===== config.mk =====
export PLATFORM = sky130hd
export DESIGN_NAME = dac_param_loader
export DESIGN_NICKNAME = d
export VERILOG_FILES = /design/src/rtl/dpl_pkg.sv /design/src/rtl/dpl_code_reg.sv /design/src/rtl/dpl_sel_track.sv /design/src/rtl/dpl_load_out.sv /design/src/rtl/dac_param_loader.sv
export SDC_FILE = /design/constraint.sdc
export NUM_CORES = 1
export LEC_CHECK = 0
export BUFFER_PORTS_ARGS = -buffer_cell sky130_fd_sc_hd__buf_2
export CORE_MARGIN = 5
export CORE_UTILIZATION = 48
export DETAILED_ROUTE_END_ITERATION = 7
export PLACE_DENSITY = 0.8
export SLEW_MARGIN = 20
export SYNTH_ARGS = -nofsm -noshare
export SYNTH_HDL_FRONTEND = slang
export SYNTH_HIERARCHICAL = 1
export SYNTH_SLANG_ARGS = --single-unit

===== constraint.sdc =====
create_clock -name clk -period 1.9 [get_ports clk]
set_clock_uncertainty 0.15 [all_clocks]
set_input_delay 0.38 -clock clk [delete_from_list [all_inputs] [get_ports clk]]
set_output_delay 0.38 -clock clk [all_outputs]
set_load 0.02 [all_outputs]

===== src/rtl/dpl_pkg.sv =====
package dpl_pkg;
  localparam int unsigned DEF_DATA_W = 8;
  localparam int unsigned DEF_CODE_W = 12;
  localparam int unsigned DEF_LO_W   = 6;
  localparam int unsigned DEF_IDX_W  = 3;
  localparam int unsigned DEF_NCH    = 6;

  typedef enum logic {HALF_HI = 1'b0, HALF_LO = 1'b1} code_half_e;
endpackage


===== src/rtl/dpl_code_reg.sv =====
module dpl_code_reg #(
  parameter int unsigned DATA_W = dpl_pkg::DEF_DATA_W,
  parameter int unsigned CODE_W = dpl_pkg::DEF_CODE_W,
  parameter int unsigned LO_W   = dpl_pkg::DEF_LO_W
) (
  input  logic              clk,
  input  logic              rst_n,
  input  logic              wr_en,
  input  logic              half_sel,
  input  logic [DATA_W-1:0] wr_data,
  output logic [CODE_W-1:0] code_q,
  output logic [CODE_W-1:0] code_nxt
);
  import dpl_pkg::*;
  localparam int unsigned HI_W = CODE_W - LO_W;

  function automatic logic [CODE_W-1:0] merge_byte(
    input logic [CODE_W-1:0] cur, input logic half, input logic [DATA_W-1:0] d);
    logic [CODE_W-1:0] r;
    r = cur;
    if (code_half_e'(half) == HALF_LO) r[LO_W-1:0] = d[DATA_W-1 -: LO_W];
    else                              r[CODE_W-1:LO_W] = d[HI_W-1:0];
    return r;
  endfunction

  always_comb code_nxt = wr_en ? merge_byte(code_q, half_sel, wr_data) : code_q;

  always_ff @(posedge clk or negedge rst_n)
    if (!rst_n) code_q <= '0;
    else        code_q <= code_nxt;

  assert_lo_keeps_hi_R1: assert property (@(posedge clk) disable iff (!rst_n)
    wr_en && half_sel |=> code_q[CODE_W-1:LO_W] == $past(code_q[CODE_W-1:LO_W]));
  assert_hi_keeps_lo_R2: assert property (@(posedge clk) disable iff (!rst_n)
    wr_en && !half_sel |=> code_q[LO_W-1:0] == $past(code_q[LO_W-1:0]));
  assert_idle_holds_R9: assert property (@(posedge clk) disable iff (!rst_n)
    !wr_en |=> $stable(code_q));
endmodule


===== src/rtl/dpl_sel_track.sv =====
module dpl_sel_track #(
  parameter int unsigned NCH = dpl_pkg::DEF_NCH
) (
  input  logic           clk,
  input  logic           rst_n,
  input  logic           sel_wr,
  input  logic           dac_wr,
  input  logic [NCH-1:0] sel_data,
  output logic [NCH-1:0] sel_q,
  output logic [NCH-1:0] rise_mask,
  output logic [NCH-1:0] reload_mask,
  output logic [NCH-1:0] ev_mask
);
  logic [NCH-1:0] sel_nxt;

  always_comb sel_nxt = sel_wr ? sel_data : sel_q;

  for (genvar c = 0; c < NCH; c++) begin : g_ch
    assign rise_mask[c]   = sel_wr & ~sel_q[c] & sel_data[c];
    assign reload_mask[c] = dac_wr & ~sel_nxt[c];
    assign ev_mask[c]     = rise_mask[c] | reload_mask[c];
  end

  always_ff @(posedge clk or negedge rst_n)
    if (!rst_n) sel_q <= '1;
    else        sel_q <= sel_nxt;

  assert_dac_keeps_sel_R6: assert property (@(posedge clk) disable iff (!rst_n)
    dac_wr && !sel_wr |=> $stable(sel_q));
  assert_rise_only_R5: assert property (@(posedge clk) disable iff (!rst_n)
    (rise_mask & ~sel_data) == '0);
endmodule


===== src/rtl/dpl_load_out.sv =====
module dpl_load_out #(
  parameter int unsigned NCH    = dpl_pkg::DEF_NCH,
  parameter int unsigned IDX_W  = dpl_pkg::DEF_IDX_W,
  parameter int unsigned CODE_W = dpl_pkg::DEF_CODE_W
) (
  input  logic              clk,
  input  logic              rst_n,
  input  logic [NCH-1:0]    ev_mask,
  input  logic [IDX_W-1:0]  idx_in,
  input  logic [CODE_W-1:0] code_in,
  output logic              load_vld,
  output logic [NCH-1:0]    load_mask,
  output logic [IDX_W-1:0]  load_idx,
  output logic [CODE_W-1:0] load_code
);
  always_ff @(posedge clk or negedge rst_n)
    if (!rst_n) begin
      load_vld  <= 1'b0;
      load_mask <= '0;
      load_idx  <= '0;
      load_code <= '0;
    end else begin
      load_vld  <= |ev_mask;
      load_mask <= ev_mask;
      if (|ev_mask) begin
        load_idx  <= idx_in;
        load_code <= code_in;
      end
    end

  assert_vld_has_mask_R9: assert property (@(posedge clk) disable iff (!rst_n)
    load_vld == (load_mask != '0));
endmodule


===== src/rtl/dac_param_loader.sv =====
module dac_param_loader #(
  parameter int unsigned DATA_W = dpl_pkg::DEF_DATA_W,
  parameter int unsigned CODE_W = dpl_pkg::DEF_CODE_W,
  parameter int unsigned LO_W   = dpl_pkg::DEF_LO_W,
  parameter int unsigned IDX_W  = dpl_pkg::DEF_IDX_W,
  parameter int unsigned NCH    = dpl_pkg::DEF_NCH
) (
  input  logic              clk,
  input  logic              rst_n,
  input  logic [DATA_W-1:0] wr_data,
  input  logic              dac_wr,
  input  logic              dac_lsb,
  input  logic              idx_wr,
  input  logic              sel_wr,
  output logic              load_vld,
  output logic [NCH-1:0]    load_mask,
  output logic [IDX_W-1:0]  load_idx,
  output logic [CODE_W-1:0] load_code
);
  logic [CODE_W-1:0] code_q, code_nxt;
  logic [IDX_W-1:0]  idx_q, idx_nxt;
  logic [NCH-1:0]    sel_q, rise_mask, reload_mask, ev_mask;

  dpl_code_reg #(.DATA_W(DATA_W), .CODE_W(CODE_W), .LO_W(LO_W)) u_code (
    .clk(clk), .rst_n(rst_n), .wr_en(dac_wr), .half_sel(dac_lsb),
    .wr_data(wr_data), .code_q(code_q), .code_nxt(code_nxt));

  always_comb idx_nxt = idx_wr ? wr_data[IDX_W-1:0] : idx_q;

  always_ff @(posedge clk or negedge rst_n)
    if (!rst_n) idx_q <= '0;
    else        idx_q <= idx_nxt;

  dpl_sel_track #(.NCH(NCH)) u_sel (
    .clk(clk), .rst_n(rst_n), .sel_wr(sel_wr), .dac_wr(dac_wr),
    .sel_data(wr_data[NCH-1:0]), .sel_q(sel_q), .rise_mask(rise_mask),
    .reload_mask(reload_mask), .ev_mask(ev_mask));

  dpl_load_out #(.NCH(NCH), .IDX_W(IDX_W), .CODE_W(CODE_W)) u_out (
    .clk(clk), .rst_n(rst_n), .ev_mask(ev_mask), .idx_in(idx_nxt),
    .code_in(code_nxt), .load_vld(load_vld), .load_mask(load_mask),
    .load_idx(load_idx), .load_code(load_code));

  assert_full_sel_quiet_R7: assert property (@(posedge clk) disable iff (!rst_n)
    dac_wr && !sel_wr && (sel_q == '1) |=> !load_vld);
  assert_index_carried_R3: assert property (@(posedge clk) disable iff (!rst_n)
    idx_wr && (ev_mask != '0) |=> load_idx == $past(wr_data[IDX_W-1:0]));
  assert_rise_loads_R4: assert property (@(posedge clk) disable iff (!rst_n)
    sel_wr && ((~sel_q & wr_data[NCH-1:0]) != '0) |=> load_vld);
  assert_strobe_one_cycle_R9: assert property (@(posedge clk) disable iff (!rst_n)
    !dac_wr && !sel_wr |=> !load_vld);
endmodule


# Yosys cells after proc, flatten, opt, wreduce, memory -nomap -nowiden
# Index checks and enable logic that the tools add are counted.
# W data, S select, Z words.
# totals
regBits	43
input_bits	14
output_inout_bits	22
word_cells	49
# classes
mux	5
n_bitwise	36
n_reduce_logical	1
# op_table
operator	n
$and A1 B1 Y1	18
$mux W6	3
$mux W12	1
$not A1 Y1	12
$or A1 B1 Y1	6
$reduce_or A6 Y1	1
$mux W3	1

# Depth between registers and ports, before layout
# Gate-level depths: netlist of run 1.
# logic_depth
word_depth	5
depth_mapped	8
mapped_depth_nobuf	6

# Hierarchy
# The synthesis of run 1 kept the hierarchy.
# by_module_without_submodules
mod	n_inst	cells_per_inst	area_per_inst_um2
dpl_load_out	1	41	787.0
dpl_sel_track	1	51	473.0
dpl_code_reg	1	27	464.2
dac_param_loader	1	6	108.9

# Least setup slack after synthesis of run 1
# Ideal clock, no wire load.
# synth_timing
kind	register to register
start	register u_sel.sel_q[1]
end	register u_out.load_code[10]
setup_ns	0.125
arrival_ns	1.687
required_ns	1.625
path_slack_ns	-0.062
path_stages_with_launch	8
n_path_buf	1
path_cell_list	dfstp_2 -> nor2b_1 -> o21ai_0 -> o21ai_1 -> nor4_2 -> nand2_2 -> buf_6 -> mux2_4
# synth_between
elab_chain_len	5
word_cells_on_any_way	8
classes_between	1 x mux; 6 x bitwise; 1 x reduce/logical
# synth_lines
item	line	text
from (decl)	dpl_sel_track.sv:9	output logic [NCH-1:0] sel_q,
from (signal assigned)	dpl_sel_track.sv:26	else sel_q <= sel_nxt;
$not A1 Y1 / $mux W6 (equally long branches)	dpl_sel_track.sv:19, dpl_sel_track.sv:16	
$and A1 B1 Y1 / $not A1 Y1 (equally long branches)	dpl_sel_track.sv:19, dpl_sel_track.sv:20	
$and A1 B1 Y1 (on tied branches)	dpl_sel_track.sv:19, dpl_sel_track.sv:20	
$or A1 B1 Y1 (*)	dpl_sel_track.sv:21	assign ev_mask[c] = rise_mask[c] | reload_mask[c];
net ev_mask[1]	dac_param_loader.sv:22	logic [NCH-1:0] sel_q, rise_mask, reload_mask, ev_mask;
$reduce_or A6 Y1 (*)	dpl_load_out.sv:25	if (|ev_mask) begin
to (signal assigned)	dpl_load_out.sv:27	load_code <= code_in;
to (decl)	dpl_load_out.sv:14	output logic [CODE_W-1:0] load_code
# The timed path passes the listed nets; every way through them passes the cells marked *.
# A chain may end at the register's enable or synchronous reset.

# Final worst setup path of run 1
# layout_timing
start	register u_sel.sel_q[1]
end	register u_out.load_code[3]
# The elaborated chain is that of the path after synthesis.

==> impl_metrics.py, run 1 <==
metrics = {
    "run_status": {
        "status": "finished with violations",
        "failed_checks": "setup timing",
    },
    "critical_path": {
        "cpMostUsedCell": "o21ai_1",
        "arrival_ns": 1.99,
        "critPathKind": "flop to flop",
        "critPathMaxStageDelay_ns": 0.55,
        "crit_family": "flip-flops",
        "path_buf_inv": 1,
        "cp-end-kind": "flop",
        "start_kind": "flop",
        "worstPathRequired_ns": 1.93,
        "r2r_start": "u_sel/sel_q[1]",
        "crit_start": "u_sel/sel_q[1]",
        "crit_path_top_delay_cell": "dfstp_2",
        "cp_max_fo": 16,
        "path_cells": "nor2b_1, o21ai_1, o21ai_1, nor4_2, nand2_2, buf_12, mux2_4",
    },
    "sta": {
        "rsz0062_at_grt": "true",
        "fmax_mhz": 508,
        "period_needed_ns": 1.97,
        "worstMarginPinSlew_ns": 0.500,
        "min_period_over_period": 1.04,
        "whs_ns": 0.197,
        "setup_violations": 15,
        "setup_tns_ns": -0.738,
        "relSlewSlack": 0.667,
        "drv_slew": 0,
        "fin_ws_ns": -0.0666,
        "hold_violations": 0,
    },
    "power": {
        "p_leak_nw": 1.02,
        "peakVddDrop_uv": 493,
        "power.density_nw_per_um2": 963,
    },
    "placed_design": {
        "globalplace.congestion": 0.754,
        "pre_cts_slack_ns": -0.162,
        "place_inst": 201,
        "dpl-instance-area_um2": 2050,
        "port_buffers": 35,
        "place_hpwl_um": 2400,
    },
    "grt": {
        "use_met3": 0.0288,
        "grt_max_degree": 23,
        "overflow": 0,
        "top_usage_layer": "met2",
        "grt_pass1_wl_um": 5460,
        "met1_usage": 0.168,
        "antenna_found_initial": 0,
        "grt_usage": 0.145,
        "grt_pass1_vias": 1120,
        "use_met2": 0.246,
    },
    "worst_hold_path": {
        "hold_path_class": "primary input to flop",
        "hold_start": "wr_data[6]",
    },
    "final_layout": {
        "final_area_um2": 2150,
        "stdcell_count": 211,
        "drive_gt1_frac": 0.601,
        "fin_nets": 176,
        "n_antenna_cell": 0,
        "area_delta_synth_final_pct": 22.1,
    },
    "detailed_routing": {
        "drt_iter0_markers": 70,
        "drc_errors": 0,
        "drtAntennaViolNets": 0,
        "first_pass_iters": 4,
        "wl_per_cell_um": 15.3,
        "vias": 1026,
        "vias_per_cell": 4.86,
        "wl_um": 3230,
    },
    "run": {
        "cap_viol_max_count": 0,
    },
    "synthesis": {
        "synth_area_um2": 1760,
        "yosys_warnings": 6,
        "synthCells": 113,
        "syn_avg_cell_area_um2": 15.6,
        "syn_nets": 127,
    },
    "clock_tree": {
        "cts_tree": "yes",
        "cts_max_level": 2,
        "numClockSinks": 43,
        "path_clk_slew_ns": 0.07,
        "clk_latency_ns": 0.29,
        "cts_buffers": 5,
        "root_buffer": "clkbuf_8",
        "clockBufferDepth": 2,
    },
    "die": {
        "die_x_um": 70.5,
        "io_pins": 36,
        "row_count": 22,
        "die_h_um": 70.5,
        "core_um2": 3610,
        "dieArea_um2": 4970,
        "initial_core_util": 0.488,
    },
}
==> metrics by stage <==
stage	power (mW)	util
2_1_floorplan	1.38	-
3_3_place_gp	1.52	0.568
3_5_place_dp	1.54	0.568
4_1_cts	2.09	0.593
5_1_grt	2.18	0.595
6_report	2.07	0.595
==> timing repair <==
item / in CTS / in global routing
resized for setup: 0 / 1
hold buffers: 1 / 0
hold endpoints to repair: 21 / 0
buffers inserted: 0 / 1
pin swaps: 0 / 2
endpoints found under the setup margin: 15 / 15
==> path summary, 6_finish.rpt <==
| kind | to | slack (ns) | depth (start not counted) |
|---|---|---|---|
| max reg2reg | u_out/load_code[3] | -0.07 | 7 |
| max in group asynchronous | u_sel/sel_q[0] | 0.60 | 3 |
| min reg2reg | idx_q[2] | 0.35 | 1 |
| min | u_code/code_q[4] | 0.20 | 2 |
| min in group asynchronous | u_out/load_code[10] | 0.44 | 2 |
| max | u_out/load_code[3] | -0.07 | 7 |
==> flip-flops by register name, indices dropped and copies added (netlist names) <==
| register | cells |
|---|---|
| u_sel/sel_q | 6 |
| u_code/code_q | 12 |
| u_out/load_vld | 1 |
| u_out/load_code | 12 |
| idx_q | 3 |
| u_out/load_idx | 3 |
| u_out/load_mask | 6 |
==> cells in the final DEF (no fill, tap or decap), types with 2 or more instances in the layout <==
cell type,instances
dfrtp_1,37
buf_2,35
mux2_2,21
mux2_4,14
buf_4,9
nor2b_1,6
o21ai_1,6
dfstp_2,6
clkbuf_8,5
nand2_1,4
clkbuf_1,3
o21ai_0,3
buf_12,2
nand2_2,2
inv_1,2
o211ai_1,2
==> report_power, final <==
group / switching [mW] / internal [mW] / total (mW)
registers: 0.0506 / 1.04 / 1.10
clock network: 0.285 / 0.261 / 0.546
logic: 0.223 / 0.205 / 0.427
==> per-layer routing <==
layer | vias up | wire length (um)
met4 | 0 | 51
met5 | - | 0
met3 | 4 | 142
li1 | 487 | -
met1 | 513 | 1310
met2 | 22 | 1730
==> area by class of cell <==
class / instances / area (um2)
Multi-Input combinational cell: 63 / 623
Tap cell: 48 / 60.1
Clock buffer: 8 / 80.1
Fill cell: 285 / 1460
Inverter: 2 / 7.51
Timing Repair Buffer: 47 / 293
Sequential cell: 43 / 1080
No activity file was read; power rests on OpenSTA's default activity.
==> run 2, diff against run 1 <==
Settings changed: BUFFER_PORTS_ARGS -buffer_cell sky130_fd_sc_hd__buf_2 to -buffer_cell sky130_fd_sc_hd__buf_4.
==> impl_metrics.py, run 2 (synthesized netlist as in run 1, its figures left out) <==
metrics = {
    "run_status": {
        "status": "finished with violations",
        "failed_checks": "setup timing",
    },
    "power": {
        "p_total_mw": 2.29,
        "p_sw_uw": 573,
        "p_leak_nw": 1.07,
        "seq_power_share": 0.480,
        "p_int_mw": 1.72,
        "peakVddDrop_uv": 700,
        "power.density_nw_per_um2": 1010,
        "p_sw_frac": 0.250,
        "comb_power_share": 0.207,
        "clockPowerShare": 0.313,
    },
    "grt": {
        "grt_pass1_vias": 1162,
        "grt_usage": 0.143,
        "antenna_found_initial": 0,
        "grt_max_degree": 44,
        "grt_pass1_wl_um": 5520,
        "overflow": 0,
    },
    "final_layout": {
        "drive_gt1_frac": 0.638,
        "fin_nets": 176,
        "final_common_cell": "buf_4",
        "multi_input_area_um2": 633,
        "area_delta_synth_final_pct": 29.1,
        "final-seq-area_um2": 1080,
        "n_antenna_cell": 0,
        "n_fill_cell": 269,
        "final_area_um2": 2270,
        "stdcell_count": 211,
        "final_cell_mix": "45 x buf_4, 37 x dfrtp_1, 21 x mux2_2",
        "top_regs": "u_code/code_q (12), u_out/load_code (12)",
    },
    "run": {
        "cap_viol_max_count": 0,
    },
    "critical_path": {
        "worstPathRequired_ns": 1.92,
        "critPathKind": "flop to flop",
        "cp-end-kind": "flop",
        "arrival_ns": 2.00,
        "start_kind": "flop",
        "cp_max_fo": 16,
        "reg2reg_depth": 7,
    },
    "die": {
        "core_um2": 3610,
        "io_pins": 36,
        "initial_core_util": 0.488,
        "die_x_um": 70.5,
        "dieArea_um2": 4970,
        "row_count": 22,
        "die_h_um": 70.5,
    },
    "clock_tree": {
        "clk_latency_ns": 0.29,
        "cts_buffers": 5,
        "cts_max_level": 2,
        "clockBufferDepth": 2,
        "path_clk_slew_ns": 0.08,
        "cts_tree": "yes",
        "numClockSinks": 43,
        "root_buffer": "clkbuf_8",
    },
    "placed_design": {
        "place_inst": 200,
        "globalplace.congestion": 0.832,
        "port_buffers": 35,
        "dpl-instance-area_um2": 2120,
        "pre_cts_slack_ns": -0.168,
        "place_hpwl_um": 2400,
    },
    "detailed_routing": {
        "drt_iter0_markers": 43,
        "drc_errors": 0,
        "wl_per_cell_um": 15.6,
        "wl_um": 3290,
        "drtAntennaViolNets": 0,
        "vias": 1035,
        "first_pass_iters": 4,
        "vias_per_cell": 4.91,
    },
    "worst_hold_path": {
        "hold_path_class": "primary input to flop",
        "hold_path_depth": 2,
    },
    "sta": {
        "rsz0062_at_grt": "true",
        "min_period_over_period": 1.04,
        "fin_ws_ns": -0.0826,
        "drv_slew": 0,
        "hold_violations": 0,
        "setup_violations": 15,
        "fmax_mhz": 504,
        "worstMarginPinSlew_ns": 0.519,
        "relSlewSlack": 0.654,
        "whs_ns": 0.188,
        "period_needed_ns": 1.98,
    },
}
==> run 2: cell type report <==
| class | count | area share |
|---|---|---|
| sequential | 43 | 0.477 |
| multi-input combinational | 63 | 0.279 |
| timing repair buffer | 47 | 0.162 |
| clock buffer | 6 | 0.0364 |
| tap | 48 | 0.0265 |
| clock inverter | 2 | 0.0154 |
| inverter | 2 | 0.00331 |
==> run 2: final timing paths <==
path                                 from                 end  slack [ns]
hold reg to reg                  idx_q[0]            idx_q[0]        0.35
max in group asynchronous           rst_n      u_sel/sel_q[0]        0.76
setup reg to reg           u_sel/sel_q[0]  u_out/load_code[8]       -0.08
setup / recovery           u_sel/sel_q[0]  u_out/load_code[8]       -0.08
min in group asynchronous           rst_n    u_code/code_q[3]        0.47
hold / removal                 wr_data[6]    u_code/code_q[4]        0.19
==> run 2: critical path: stages, from the launching register on <==
cell	delay (ns)
dfstp_2	0.54
nor2b_1	0.04
o21ai_1	0.12
o21ai_1	0.11
nor4_2	0.32
nand2_2	0.11
buf_12	0.17
mux2_4	0.30
==> run 2: metrics by stage <==
step           setup TNS, ns   util
6_report              -0.947  0.629
5_1_grt                -2.00  0.629
4_1_cts                -1.09  0.622
3_5_place_dp           -2.34  0.587
3_3_place_gp           -1.02  0.587
2_1_floorplan         -0.176      -
==> run 2: layer usage <==
metal  GRT usage  up-vias  routed length [um]
met3      0.0302        5                 132
met1       0.172      521                1370
li1            -      488                   -
met5           0        -                   0
met2       0.240       21                1730
met4      0.0766        0                  58
==> run 2: power groups by stage <==
| stage | sequential [mW] | clock [mW] | combinational (mW) |
|---|---|---|---|
| floorplan | 1.19 | 0 | 0.192 |
| global placement | 1.11 | 0 | 0.452 |
| detailed placement | 1.12 | 0 | 0.467 |
| CTS | 1.10 | 0.733 | 0.471 |
| global route | 1.11 | 0.761 | 0.507 |
| finish | 1.10 | 0.718 | 0.474 |
==> run 2: repair_timing <==
action / 4_1_cts / 5_1_grt
resized for setup: 0 / 4
endpoints found under the setup margin: 15 / 15
setup buffers: 0 / 2
pin swaps: 0 / 3
hold buffers: 1 / 0
hold endpoints to repair: 37 / 0
